$ cat src/rtl/hs_seq_pkg.sv
`timescale 1ns/1ps
package hs_seq_pkg;
  localparam int FIELD_W = 8;
  localparam int WORD_W  = 32;

  localparam logic [1:0] LP_STOP = 2'b11;
  localparam logic [1:0] LP_REQ  = 2'b01;
  localparam logic [1:0] LP_BRG  = 2'b00;

  typedef struct packed {
    logic [FIELD_W-1:0] lpx;
    logic [FIELD_W-1:0] hsExit;
    logic [FIELD_W-1:0] clkPrep;
    logic [FIELD_W-1:0] clkZero;
    logic [FIELD_W-1:0] hsPrep;
    logic [FIELD_W-1:0] hsZero;
    logic [FIELD_W-1:0] hsTrail;
  } timing_t;

  typedef enum logic [2:0] {
    F_LPX, F_HSEXIT, F_CLKPREP, F_CLKZERO, F_HSPREP, F_HSZERO, F_HSTRAIL
  } fieldSel_e;

  typedef enum logic [1:0] {OUT_OFF, OUT_ZERO, OUT_DATA, OUT_TRAIL} outSel_e;

  typedef enum logic [2:0] {
    D_IDLE, D_LPX, D_PREP, D_ZERO, D_SYNC, D_PAY, D_TRAIL, D_EXIT
  } datState_e;

  typedef enum logic [2:0] {C_INIT, C_LPX, C_PREP, C_ZERO, C_HS} clkState_e;

  typedef struct packed {
    logic      dLoad;
    fieldSel_e dSel;
    logic      cLoad;
    fieldSel_e cSel;
    logic      syncLoad;
    logic      capByte;
    outSel_e   outSel;
    logic      freeze;
  } seqStrobe_t;
endpackage

$ cat src/rtl/hs_seq_dpath.sv
`timescale 1ns/1ps
module hs_seq_dpath
  import hs_seq_pkg::*;
#(
  parameter int BYTE_W = 8,
  parameter logic [BYTE_W-1:0] SYNC_BYTE = 8'hB8
) (
  input  logic                clk,
  input  logic                rstN,
  input  seqStrobe_t          stb,
  input  logic [WORD_W-1:0]   timReg0,
  input  logic [WORD_W-1:0]   timReg1,
  input  logic [WORD_W-1:0]   timReg2,
  input  logic [BYTE_W-1:0]   txByte,
  output logic                dDone,
  output logic                cDone,
  output logic [BYTE_W-1:0]   hsByte
);
  localparam int N_CNT = 2;

  timing_t liveTim, shadowTim, effTim;
  logic [BYTE_W-1:0] payReg;
  logic [N_CNT-1:0] ldVec;
  logic [N_CNT-1:0] doneVec;
  fieldSel_e selVec [N_CNT];
  logic unusedBits;

  assign liveTim.lpx     = timReg0[15:8];
  assign liveTim.hsExit  = timReg0[7:0];
  assign liveTim.clkPrep = timReg1[31:24];
  assign liveTim.clkZero = timReg1[23:16];
  assign liveTim.hsPrep  = timReg2[23:16];
  assign liveTim.hsZero  = timReg2[15:8];
  assign liveTim.hsTrail = timReg2[7:0];
  assign unusedBits = ^{timReg0[31:16], timReg1[15:0], timReg2[31:24]};

  // Timing words follow the live inputs while the data lane is idle and
  // are frozen from the edge that leaves idle.
  always_ff @(posedge clk) begin
    if (!rstN) shadowTim <= '0;
    else if (!stb.freeze) shadowTim <= liveTim;
  end
  assign effTim = stb.freeze ? shadowTim : liveTim;

  function automatic logic [FIELD_W-1:0] pickLen(fieldSel_e s, timing_t t);
    logic [FIELD_W-1:0] raw;
    case (s)
      F_LPX:     raw = t.lpx;
      F_HSEXIT:  raw = t.hsExit;
      F_CLKPREP: raw = t.clkPrep;
      F_CLKZERO: raw = t.clkZero;
      F_HSPREP:  raw = t.hsPrep;
      F_HSZERO:  raw = t.hsZero;
      default:   raw = t.hsTrail;
    endcase
    return (raw == '0) ? FIELD_W'(1) : raw;
  endfunction

  assign ldVec     = {stb.cLoad, stb.dLoad};
  assign selVec[0] = stb.dSel;
  assign selVec[1] = stb.cSel;

  for (genvar g = 0; g < N_CNT; g++) begin : gCnt
    logic [FIELD_W-1:0] cnt;
    always_ff @(posedge clk) begin
      if (!rstN) cnt <= '0;
      else if (ldVec[g]) cnt <= pickLen(selVec[g], effTim) - FIELD_W'(1);
      else if (cnt != '0) cnt <= cnt - FIELD_W'(1);
    end
    assign doneVec[g] = (cnt == '0);
  end

  assign dDone = doneVec[0];
  assign cDone = doneVec[1];

  always_ff @(posedge clk) begin
    if (!rstN) payReg <= '0;
    else if (stb.syncLoad) payReg <= SYNC_BYTE;
    else if (stb.capByte) payReg <= txByte;
  end

  always_comb begin
    case (stb.outSel)
      OUT_DATA:  hsByte = payReg;
      OUT_TRAIL: hsByte = {BYTE_W{~payReg[BYTE_W-1]}};
      default:   hsByte = '0;
    endcase
  end


  trail_steady_chk: assert property (@(posedge clk) disable iff (!rstN)
    (stb.outSel == OUT_TRAIL && $past(stb.outSel) == OUT_TRAIL) |-> $stable(hsByte));
endmodule

$ cat src/rtl/hs_seq_ctrl.sv
`timescale 1ns/1ps
module hs_seq_ctrl
  import hs_seq_pkg::*;
(
  input  logic       clk,
  input  logic       rstN,
  input  logic       burstReq,
  input  logic       txValid,
  input  logic       dDone,
  input  logic       cDone,
  output seqStrobe_t stb,
  output logic [1:0] clkLp,
  output logic       clkHsEn,
  output logic [1:0] datLp,
  output logic       datHsEn,
  output logic       txReady
);
  datState_e dState, dNext;
  clkState_e cState, cNext;
  logic pend, pendNext, clkUp, startBurst;

  assign clkUp      = (cState == C_HS);
  assign txReady    = (dState == D_IDLE) && !pend;
  assign startBurst = (dState == D_IDLE) && clkUp && (pend || burstReq);

  always_comb begin
    pendNext = pend;
    if (startBurst) pendNext = 1'b0;
    else if (dState == D_IDLE && burstReq) pendNext = 1'b1;
  end

  always_comb begin
    stb        = '0;
    stb.dSel   = F_LPX;
    stb.cSel   = F_LPX;
    stb.outSel = OUT_OFF;
    stb.freeze = (dState != D_IDLE);
    dNext      = dState;
    cNext      = cState;

    case (cState)
      C_INIT: begin
        cNext = C_LPX;
        stb.cLoad = 1'b1;
        stb.cSel  = F_LPX;
      end
      C_LPX: if (cDone) begin
        cNext = C_PREP;
        stb.cLoad = 1'b1;
        stb.cSel  = F_CLKPREP;
      end
      C_PREP: if (cDone) begin
        cNext = C_ZERO;
        stb.cLoad = 1'b1;
        stb.cSel  = F_CLKZERO;
      end
      C_ZERO: if (cDone) cNext = C_HS;
      default: cNext = C_HS;
    endcase

    case (dState)
      D_IDLE: if (startBurst) begin
        dNext = D_LPX;
        stb.dLoad = 1'b1;
        stb.dSel  = F_LPX;
      end
      D_LPX: if (dDone) begin
        dNext = D_PREP;
        stb.dLoad = 1'b1;
        stb.dSel  = F_HSPREP;
      end
      D_PREP: if (dDone) begin
        dNext = D_ZERO;
        stb.dLoad = 1'b1;
        stb.dSel  = F_HSZERO;
      end
      D_ZERO: begin
        stb.outSel = OUT_ZERO;
        if (dDone) begin
          dNext = D_SYNC;
          stb.syncLoad = 1'b1;
        end
      end
      D_SYNC, D_PAY: begin
        stb.outSel = OUT_DATA;
        if (txValid) begin
          dNext = D_PAY;
          stb.capByte = 1'b1;
        end else begin
          dNext = D_TRAIL;
          stb.dLoad = 1'b1;
          stb.dSel  = F_HSTRAIL;
        end
      end
      D_TRAIL: begin
        stb.outSel = OUT_TRAIL;
        if (dDone) begin
          dNext = D_EXIT;
          stb.dLoad = 1'b1;
          stb.dSel  = F_HSEXIT;
        end
      end
      default: if (dDone) dNext = D_IDLE;
    endcase
  end

  always_ff @(posedge clk) begin
    if (!rstN) begin
      dState <= D_IDLE;
      cState <= C_INIT;
      pend   <= 1'b0;
    end else begin
      dState <= dNext;
      cState <= cNext;
      pend   <= pendNext;
    end
  end

  always_comb begin
    clkLp   = LP_STOP;
    clkHsEn = 1'b0;
    case (cState)
      C_LPX:  clkLp = LP_REQ;
      C_PREP: clkLp = LP_BRG;
      C_ZERO, C_HS: begin
        clkLp   = LP_BRG;
        clkHsEn = 1'b1;
      end
      default: clkLp = LP_STOP;
    endcase
  end

  always_comb begin
    datLp   = LP_STOP;
    datHsEn = 1'b0;
    case (dState)
      D_LPX:  datLp = LP_REQ;
      D_PREP: datLp = LP_BRG;
      D_ZERO, D_SYNC, D_PAY, D_TRAIL: begin
        datLp   = LP_BRG;
        datHsEn = 1'b1;
      end
      default: datLp = LP_STOP;
    endcase
  end


  hs_after_bridge_chk: assert property (@(posedge clk) disable iff (!rstN)
    $rose(datHsEn) |-> ($past(datLp) == LP_BRG));

  bridge_after_req_chk: assert property (@(posedge clk) disable iff (!rstN)
    (datLp == LP_BRG && !datHsEn) |-> ($past(datLp) != LP_STOP));

  data_needs_clock_chk: assert property (@(posedge clk) disable iff (!rstN)
    (datLp != LP_STOP) |-> clkHsEn);

  ready_stopped_chk: assert property (@(posedge clk) disable iff (!rstN)
    txReady |-> (datLp == LP_STOP && !datHsEn));

  clock_sticky_chk: assert property (@(posedge clk) disable iff (!rstN)
    $past(clkHsEn) |-> clkHsEn);
endmodule

$ cat src/rtl/hs_lane_sequencer.sv
`timescale 1ns/1ps
module hs_lane_sequencer
  import hs_seq_pkg::*;
#(
  parameter int BYTE_W = 8,
  parameter logic [BYTE_W-1:0] SYNC_BYTE = 8'hB8
) (
  input  logic              clk,
  input  logic              rstN,
  input  logic              burstReq,
  input  logic              txValid,
  input  logic [BYTE_W-1:0] txByte,
  input  logic [31:0]       timReg0,
  input  logic [31:0]       timReg1,
  input  logic [31:0]       timReg2,
  output logic [1:0]        clkLp,
  output logic              clkHsEn,
  output logic [1:0]        datLp,
  output logic              datHsEn,
  output logic [BYTE_W-1:0] hsByte,
  output logic              txReady
);
  seqStrobe_t stb;
  logic dDone, cDone;

  hs_seq_ctrl uCtrl (
    .clk(clk), .rstN(rstN), .burstReq(burstReq), .txValid(txValid),
    .dDone(dDone), .cDone(cDone), .stb(stb),
    .clkLp(clkLp), .clkHsEn(clkHsEn), .datLp(datLp), .datHsEn(datHsEn),
    .txReady(txReady)
  );

  hs_seq_dpath #(.BYTE_W(BYTE_W), .SYNC_BYTE(SYNC_BYTE)) uDpath (
    .clk(clk), .rstN(rstN), .stb(stb),
    .timReg0(timReg0), .timReg1(timReg1), .timReg2(timReg2),
    .txByte(txByte), .dDone(dDone), .cDone(cDone), .hsByte(hsByte)
  );


  hs_bridge_pair_chk: assert property (@(posedge clk) disable iff (!rstN)
    datHsEn |-> (datLp == LP_BRG));
endmodule

$ cat config.mk
export PLATFORM = sky130hd
export DESIGN_NAME = hs_lane_sequencer
export DESIGN_NICKNAME = d
export VERILOG_FILES = /design/src/rtl/hs_seq_pkg.sv /design/src/rtl/hs_seq_dpath.sv /design/src/rtl/hs_seq_ctrl.sv /design/src/rtl/hs_lane_sequencer.sv
export SDC_FILE = /design/constraint.sdc
export NUM_CORES = 1
export LEC_CHECK = 0
export BUFFER_PORTS_ARGS = -buffer_cell sky130_fd_sc_hd__buf_2
export CORE_ASPECT_RATIO = 1.25
export CORE_MARGIN = 2
export CORE_UTILIZATION = 52
export CTS_CLUSTER_DIAMETER = 150
export DETAILED_ROUTE_END_ITERATION = 16
export PLACE_DENSITY = 0.87
export SYNTH_ARGS = -nofsm -noshare
export SYNTH_HDL_FRONTEND = slang
export SYNTH_SLANG_ARGS = --single-unit
$ cat constraint.sdc
create_clock -name clk -period 3.6 [get_ports clk]
set_input_delay 0.18 -clock clk [delete_from_list [all_inputs] [get_ports clk]]
set_output_delay 0.18 -clock clk [all_outputs]
set_load 0.005 [all_outputs]
==> results.yml, run 1 <==
worst_hold_path:
  hp-class: "in2reg"
clock_network:
  cts_buffer_depth: 2
  cts_buffers: 9
  cts_root_buf: "clkbuf_8"
  cts.reportedPaths.clkPinSlew_ns: 0.09
  clock-sinks: 87
  ctsHoldBuffers: 0
  clk-insertion-delay-late_ns: 0.37
  cts_tree: "yes"
  post_cts_buffers: 0
  ctsHtreeMaxLevel: 3
sta:
  rsz0062_at_grt: "false"
  final.setup.tns_ns: 0
  relSlewSlack_pct: 56.5
  timing.final.crit_share_pct: 94.4
  max_freq_mhz: 294
  drv_slew: 0
  hold_violations: 0
  fin_skew_ns: 0.0109
  setup_viol: 0
  worst_pin_slew_ns: 0.648
  post-route-min-period_ns: 3.40
floorplanning:
  die_w_um: 86.4
  die_h_um: 107
  initial_utilization_pct: 53.6
  coreArea_um2: 8240
  io_pins: 123
  dieArea_um2: 9250
  rows: 37
pwr:
  p_comb_share_pct: 33.6
  power.density_nw_per_um2: 548
  leakage_nw: 2.30
  p_int_mw: 1.82
  switching_share_pct: 35.0
  ir_worst_vdd_mv: 0.444
  p_seq_share_pct: 42.0
  clock_power_share_pct: 24.4
  power_mw: 2.80
  p_sw_mw: 0.981
yosys:
  ys_seq_elements: 87
  syn_area_per_cell_um2: 8.56
  syn_area_um2: 4420
  synth_cell_type_count: 61
  ys_seq_area_share_pct: 39.4
  synth_edf_count: 0
  postSynthCellCount: 516
  synth_nets: 626
  synth_top_area_share_pct: 39.4
  async_reset_ff_share_pct: 0
  synth_area_leaders: "dfxtp_1 39%, mux2i_1 7.0%, nand2_1 7.0%, a21boi_0 6.5%, nor2b_1 5.4%"
  synth_ff_type: "dfxtp_1"
  yosysTopAreaCell: "dfxtp_1"
  yosysWarnings: 0
critical_path:
  start_kind: "flop"
  crit_fanout: 33
  cp_slowest_stage_delay_ns: 0.45
  cp-end-kind: "flop"
  critical_path_arrival_ns: 3.64
  critPathRequiredTime_ns: 3.84
  cpMaxStageDelayCell: "dfxtp_1"
  criticalPathCategory: "reg2reg"
  path_cells: "nor3_2 > buf_12 > mux2i_1 > o221ai_1 > nor4b_1 > o211ai_1 > or2_0 > ha_1 > nor3b_1 > xnor2_1 > nor2_1"
placement:
  gp_congestion: 0.958
  io_buffers: 82
  dp_hpwl_mm: 8.17
global_route:
  grt_util_all_layers_pct: 24.6
  overflow: 0
  grt_first_pass_wirelength_mm: 18.0
  grt_max_degree: 42
  antenna_found_initial: 0
  grt_pass1_vias: 3964
detailed_routing:
  viasPerCell: 5.89
  drt_pass1_iterations: 9
  antenna_left: 0
  drc_errors: 0
  drt_iter0_drc: 315
  wl_per_cell_um: 16.0
  routed_wl_mm: 11.0
  vias: 4058
cells_and_area:
  syn2layout_area_growth_pct: 15.8
  num-nets-final: 697
  antenna_cells: 0
  layout_common_cells: "87 x dfxtp_1, 82 x nand2_1, 82 x buf_2"
  drive_gt1_share_pct: 21.6
  final_common_cell: "dfxtp_1"
run:
  drv_cap: 0
status:
  status: "finished, final reports clean"
[layer usage]
layer	up-vias	share of wire [%]	GRT usage (%)	routed length (um)
li1	1969	-	-	-
met1	1913	40	27.3	4440
met2	149	53	45.3	5800
met3	27	4.6	3.31	511
met4	0	2.7	11.7	296
met5	-	0	0	0
[state kept, by name, indices dropped and copies added (netlist names)]
register,count
uDpath.shadowTim,56
uCtrl.cState,3
uDpath.payReg,8
uDpath.gCnt.cnt,16
uCtrl.pend,1
uCtrl.dState,3
[layout make-up]
| cell class | count | area [um2] |
|---|---|---|
| Clock buffer | 13 | 149 |
| Timing Repair Buffer | 96 | 528 |
| Fill cell | 714 | 3130 |
| Inverter | 2 | 7.51 |
| Multi-Input combinational cell | 391 | 2520 |
| Clock inverter | 3 | 42.5 |
| Sequential cell | 87 | 1740 |
| Tap cell | 97 | 121 |
[stage by stage]
stage	util (%)	instance area [um2]	worst slack, ns	hold WS, ns	instances
after floorplan	-	4420	0.814	0.325	516
after global placement	59.7	4920	0.357	0.434	673
after detailed placement	59.7	4920	0.254	0.442	673
after CTS	62.0	5110	0.237	0.0491	689
after global routing	62.1	5110	0.00763	0.0568	689
final	62.1	5110	0.200	0.0557	689
[worst max-delay path, delay by kind of cell, from the launching register on]
family | cells | cell delay [ns]
multiplexers | 1 | 0.33
XOR/XNOR | 1 | 0.15
AO/OA/AOI/OAI | 2 | 0.38
flip-flops | 1 | 0.45
AND/OR/NAND/NOR | 5 | 1.38
adder cells (fa/ha/maj) | 1 | 0.28
buffers and inverters | 1 | 0.27
[path summary, 6_finish.rpt]
check / from / end / slack (ns) / depth (start not counted)
worst min register to register: uDpath.payReg[1] / uDpath.payReg[1] / 0.45 / 2
worst max register to register: uCtrl.dState[0] / uDpath.gCnt[0].cnt[4] / 0.20 / 11
worst min-delay path: timReg2[5] / uDpath.shadowTim[5] / 0.06 / 3
worst max-delay path: uCtrl.dState[0] / uDpath.gCnt[0].cnt[4] / 0.20 / 11
[cells in the mapped netlist, drive strengths merged, types with 2 or more instances]
| master | instances |
|---|---|
| o22ai | 6 |
| o211ai | 3 |
| o32ai | 2 |
| or3b | 2 |
| and4b | 2 |
| nand2 | 82 |
| nor2b | 38 |
| xor2 | 6 |
| o31a | 3 |
| buf | 10 |
| nor3b | 4 |
| clkbuf | 26 |
| nor3 | 6 |
| nor4 | 6 |
| a41oi | 2 |
| or3 | 7 |
| nor4b | 3 |
| o21a | 10 |
| mux2i | 31 |
| a21oi | 16 |
| inv | 2 |
| o31ai | 2 |
| or4 | 2 |
| o2111ai | 2 |
| ha | 2 |
| xnor2 | 5 |
| mux2 | 9 |
| or2 | 2 |
| a22o | 2 |
| o22a | 5 |
| o21ai | 16 |
| nor2 | 38 |
| dfxtp | 87 |
| a21boi | 38 |
| nand3 | 9 |
| nand4 | 3 |
| a22oi | 8 |
| o221ai | 6 |
[logic make-up after synthesis]
group,Yosys count,synth area share (%)
AO/OA/AOI/OAI,129,20.9
flip-flops,87,39.4
multiplexers,40,9.32
XOR/XNOR,11,2.18
adder cells (fa/ha/maj),3,0.821
AND/OR/NAND/NOR,208,23.7
buffers and inverters,38,3.60
[power groups by stage]
stage	registers [mW]	clock network [mW]	logic, mW
6_report	1.18	0.684	0.942
5_1_grt	1.19	0.735	1.07
4_1_cts	1.18	0.693	0.942
3_5_place_dp	1.20	0	0.932
3_3_place_gp	1.19	0	0.905
2_1_floorplan	1.16	0	0.734
[timing repair]
| action | 4_1_cts | 5_1_grt |
|---|---|---|
| hold endpoints to repair | 0 | 0 |
| endpoints found under the setup margin | 0 | 1 |
| gates resized for setup | 0 | 1 |
(Power assumes the default switching activity.)
==> inputs of run 2 (changes only) <==
- BUFFER_PORTS_ARGS: -buffer_cell sky130_fd_sc_hd__buf_2 -> unset
- CELL_PAD_IN_SITES_DETAIL_PLACEMENT: unset -> 0
- CELL_PAD_IN_SITES_GLOBAL_PLACEMENT: unset -> 1
- CORE_MARGIN: 2 -> unset
- CORE_UTILIZATION: 52 -> 46
- DONT_BUFFER_PORTS: unset -> 1
- PLACE_DENSITY: 0.87 -> 0.86
==> results.yml, run 2 (synthesized netlist as in run 1, its figures left out) <==
critical_path:
  criticalPathCategory: "reg2reg"
  start_kind: "flop"
  path_cells: "nor3_2 > buf_12 > mux2i_1 > o22ai_1 > or3_1 > or3_1 > o21ai_2 > inv_1 > ha_1 > nand4_1 > xnor2_1 > nor2_1"
  cpMostUsedCell: "or3_1"
  reg2reg_depth: 12
  cpMaxStageDelayCell: "dfxtp_1"
  critPathRequiredTime_ns: 3.81
  crit_fanout: 33
  cp-end-kind: "flop"
  cp_num_buf_inv: 2
  crit_cells: 12
  cp_slowest_stage_delay_ns: 0.49
  critical_path.top_delay_family: "simple AND/OR/NAND/NOR gates"
  critical_path_arrival_ns: 3.54
floorplanning:
  die_w_um: 89.6
  coreArea_um2: 9220
  initial_utilization_pct: 47.9
  die_h_um: 112
  io_pins: 123
  dieArea_um2: 10000
  rows: 39
clock_network:
  post_cts_buffers: 0
  cts_buffer_depth: 2
  cts_root_buf: "clkbuf_16"
  clk-insertion-delay-late_ns: 0.34
  cts_tree: "yes"
  clock-sinks: 87
  ctsHtreeMaxLevel: 3
  cts_buffers: 9
  cts.reportedPaths.clkPinSlew_ns: 0.07
detailed_routing:
  viasPerCell: 5.72
  wl_per_cell_um: 17.0
  routed_wl_mm: 11.3
  drc_errors: 0
  vias: 3809
  antenna_left: 0
  drt_iter0_drc: 277
  drt_pass1_iterations: 5
global_route:
  top_usage_layer: "met2"
  met2_usage_pct: 40.9
  grtUsageMet1_pct: 27.2
  grt_first_pass_wirelength_mm: 18.2
  use_met3_pct: 6.89
  antenna_found_initial: 1
  grt_pass1_vias: 3755
  overflow: 0
  grt_util_all_layers_pct: 23.6
  grt_max_degree: 55
pwr:
  power.density_nw_per_um2: 613
  ir_worst_vdd_mv: 0.358
  leakage_nw: 2.19
sta:
  relSlewSlack_pct: 53.1
  drv_slew: 0
  max_freq_mhz: 300
  post-route-min-period_ns: 3.34
  final.setup.tns_ns: 0
  fin_skew_ns: 0.00590
  hold_violations: 0
  worst_pin_slew_ns: 0.699
  setup_viol: 0
  timing.final.crit_share_pct: 92.7
  rsz0062_at_grt: "false"
cells_and_area:
  seqCellArea_um2: 1740
  fin_util_pct: 56.4
  reg_top3: "uDpath.shadowTim x56, uDpath.gCnt.cnt x16, uDpath.payReg x8"
  num-nets-final: 647
  final_common_cell: "dfxtp_1"
  syn2layout_area_growth_pct: 17.8
  layout_common_cells: "87 x dfxtp_1, 82 x nand2_1, 38 x nor2b_1, 38 x a21boi_0, 37 x nor2_1"
  drive_gt1_share_pct: 10.3
  multi_input_area_um2: 2520
  regMostFlops: "uDpath.shadowTim"
  fill_cells: 821
  largest_reg_flops: 56
worst_hold_path:
  whs_path_depth: 2
  hp-class: "in2reg"
status:
  status: "finished, final reports clean"
placement:
  gp_congestion: 0.897
  io_buffers: 0
  dp_hpwl_mm: 7.75
run:
  drv_cap: 0
run 2: power by group:
part           total (mW)  switching (mW)  leakage, nW  internal (mW)
Sequential           1.18          0.0957        0.721           1.08
Clock                1.08           0.397        0.166          0.681
Combinational       0.934           0.533         1.30          0.401
run 2: worst paths after layout:
| kind | from | end | slack [ns] |
|---|---|---|---|
| worst max-delay path | uCtrl.dState[2] | uDpath.gCnt[1].cnt[6] | 0.26 |
| worst min-delay path | timReg0[7] | uDpath.shadowTim[47] | 0.004 |
| worst max register to register | uCtrl.dState[2] | uDpath.gCnt[1].cnt[6] | 0.26 |
| worst min register to register | uDpath.payReg[0] | uDpath.payReg[0] | 0.45 |
run 2: timing repair:
action,in CTS,in global routing
gates resized for setup,0,0
hold buffers,25,0
endpoints found under the hold margin,62,0
run 2: layer usage:
| metal | vias up | share of wire (%) |
|---|---|---|
| met2 | 114 | 51 |
| met3 | 18 | 6.5 |
| met5 | - | 0 |
| met1 | 1807 | 41 |
| met4 | 0 | 1.8 |
| li1 | 1870 | - |
run 2: final cells by class:
class	count	share of cell area (%)
Clock buffer	9	4.33
Clock inverter	7	2.31
Sequential cell	87	33.5
Tap cell	123	2.96
Antenna cell	1	0.0481
Multi-Input combinational cell	391	48.5
Inverter	2	0.144
Timing Repair Buffer	46	8.27
run 2: worst register-to-register path, cell delays in order, from the launching register on:
cell and delay (ns):
dfxtp_1 0.49, nor3_2 0.31, buf_12 0.26, mux2i_1 0.44, o22ai_1 0.17, or3_1 0.35, or3_1 0.39, o21ai_2 0.23
inv_1 0.07, ha_1 0.22, nand4_1 0.10, xnor2_1 0.12, nor2_1 0.05
run 2: metrics by stage:
stage	cells	total power, mW	setup WS [ns]	hold slack [ns]	area (um2)
floorplan	516	1.89	0.814	0.325	4420
global placement	624	2.06	0.340	0.310	4590
detailed placement	624	2.08	0.339	0.315	4590
CTS	665	3.19	0.251	0.000659	5200
global route	666	3.36	0.0493	0.000369	5200
finish	666	3.19	0.264	0.00371	5200
==> inputs of run 3 (changes only) <==
- HOLD_SLACK_MARGIN: unset -> 0.15
==> results.yml, run 3 (synthesized netlist as in run 1, its figures left out) <==
status:
  status: "finished, final reports clean"
critical_path:
  crit_fanout: 33
  start_kind: "flop"
  critPathRequiredTime_ns: 3.81
  critical_path_arrival_ns: 3.55
  criticalPathCategory: "reg2reg"
  cp-end-kind: "flop"
floorplanning:
  rows: 39
  coreArea_um2: 9220
  io_pins: 123
  initial_utilization_pct: 47.9
  die_h_um: 112
  dieArea_um2: 10000
  die_w_um: 89.6
clock_network:
  ctsHtreeMaxLevel: 3
  cts_tree: "yes"
  clk-insertion-delay-late_ns: 0.34
  cts.reportedPaths.clkPinSlew_ns: 0.07
  cts_buffer_depth: 2
  clock-sinks: 87
  cts_root_buf: "clkbuf_16"
  cts_buffers: 9
detailed_routing:
  drc_errors: 0
  antenna_left: 0
  wl_per_cell_um: 16.3
  routed_wl_mm: 11.5
  drt_iter0_drc: 310
  drt_pass1_iterations: 6
  vias: 3966
  viasPerCell: 5.63
global_route:
  overflow: 0
  grt_max_degree: 69
  antenna_found_initial: 1
  grt_first_pass_wirelength_mm: 18.5
  grt_util_all_layers_pct: 23.8
  grt_pass1_vias: 3945
sta:
  fin_skew_ns: 0.00631
  post-route-min-period_ns: 3.34
  final.setup.tns_ns: 0
  drv_slew: 0
  relSlewSlack_pct: 54.6
  max_freq_mhz: 299
  setup_viol: 0
  rsz0062_at_grt: "false"
  timing.final.crit_share_pct: 92.8
  hold_violations: 0
  worst_pin_slew_ns: 0.676
  whs_ns: 0.162
placement:
  io_buffers: 0
  gp_congestion: 0.897
  place_area_um2: 4590
  dp_hpwl_mm: 7.75
pwr:
  switching_share_pct: 32.1
  p_seq_share_pct: 36.5
  p_int_mw: 2.19
  power.density_nw_per_um2: 576
  p_comb_share_pct: 30.0
  power_mw: 3.22
  ir_worst_vdd_mv: 0.333
  clock_power_share_pct: 33.4
  p_sw_mw: 1.03
  leakage_nw: 2.34
run:
  drv_cap: 0
cells_and_area:
  regMostFlops: "uDpath.shadowTim"
  reg_top3: "uDpath.shadowTim x56, uDpath.gCnt.cnt x16, uDpath.payReg x8"
  final_cell_area_um2: 5590
  largest_reg_flops: 56
  num-nets-final: 686
  layout_common_cells: "87 x dfxtp_1, 82 x nand2_1, 63 x dlygate4sd3_1"
  fin_util_pct: 60.6
  drive_gt1_share_pct: 9.64
  syn2layout_area_growth_pct: 26.6
  final_common_cell: "dfxtp_1"
worst_hold_path:
  hp-class: "in2reg"
## run 3: final cells by class
type                    count  area, um2
diodes                      1       2.50
clock buffers               9        225
clock inverters             7        120
fillers                   779       3630
inverters                   2       7.51
multi-input cells         391       2520
flip-flops and latches     87       1740
well taps                 123        154
repair buffers             85        821
## run 3: final timing paths
| check | start | to | slack [ns] | cells past startpoint |
|---|---|---|---|---|
| hold / removal | timReg0[14] | uDpath.shadowTim[54] | 0.16 | 3 |
| hold reg to reg | uDpath.payReg[2] | uDpath.payReg[2] | 0.46 | 2 |
| setup reg to reg | uCtrl.dState[2] | uDpath.gCnt[1].cnt[6] | 0.26 | 12 |
| setup / recovery | uCtrl.dState[2] | uDpath.gCnt[1].cnt[6] | 0.26 | 12 |
## run 3: critical path: stages, from the launching register on
cell     delay, ns
dfxtp_1       0.50
nor3_2        0.31
buf_12        0.26
mux2i_1       0.42
o22ai_1       0.17
or3_1         0.34
or3_1         0.39
o21ai_2       0.23
inv_1         0.07
ha_1          0.22
nand4_1       0.10
xnor2_1       0.12
nor2_1        0.05
## run 3: repair_timing
| action | 4_1_cts | 5_1_grt |
|---|---|---|
| resized for setup | 0 | 0 |
| hold buffers | 64 | 0 |
| setup buffers | 0 | 0 |
| endpoints found under the hold margin | 71 | 0 |
## run 3: stage by stage
stage | setup WS [ns] | instances
5_1_grt | 0.0501 | 705
3_3_place_gp | 0.340 | 624
6_report | 0.259 | 705
3_5_place_dp | 0.339 | 624
2_1_floorplan | 0.814 | 516
4_1_cts | 0.251 | 704
## run 3: routing by layer
| metal | GRT usage [%] | up-vias | wire [um] |
|---|---|---|---|
| met4 | 9.10 | 0 | 297 |
| met3 | 6.08 | 24 | 646 |
| met5 | 0 | - | 0 |
| li1 | - | 1953 | - |
| met2 | 41.0 | 114 | 5820 |
| met1 | 27.7 | 1875 | 4750 |
## run 3: power by group through the flow
stage | Clock [mW] | Combinational (mW) | Sequential (mW)
finish | 1.08 | 0.966 | 1.18
global route | 1.13 | 1.07 | 1.19
CTS | 1.09 | 0.956 | 1.18
detailed placement | 0 | 0.885 | 1.20
global placement | 0 | 0.871 | 1.19
floorplan | 0 | 0.734 | 1.16
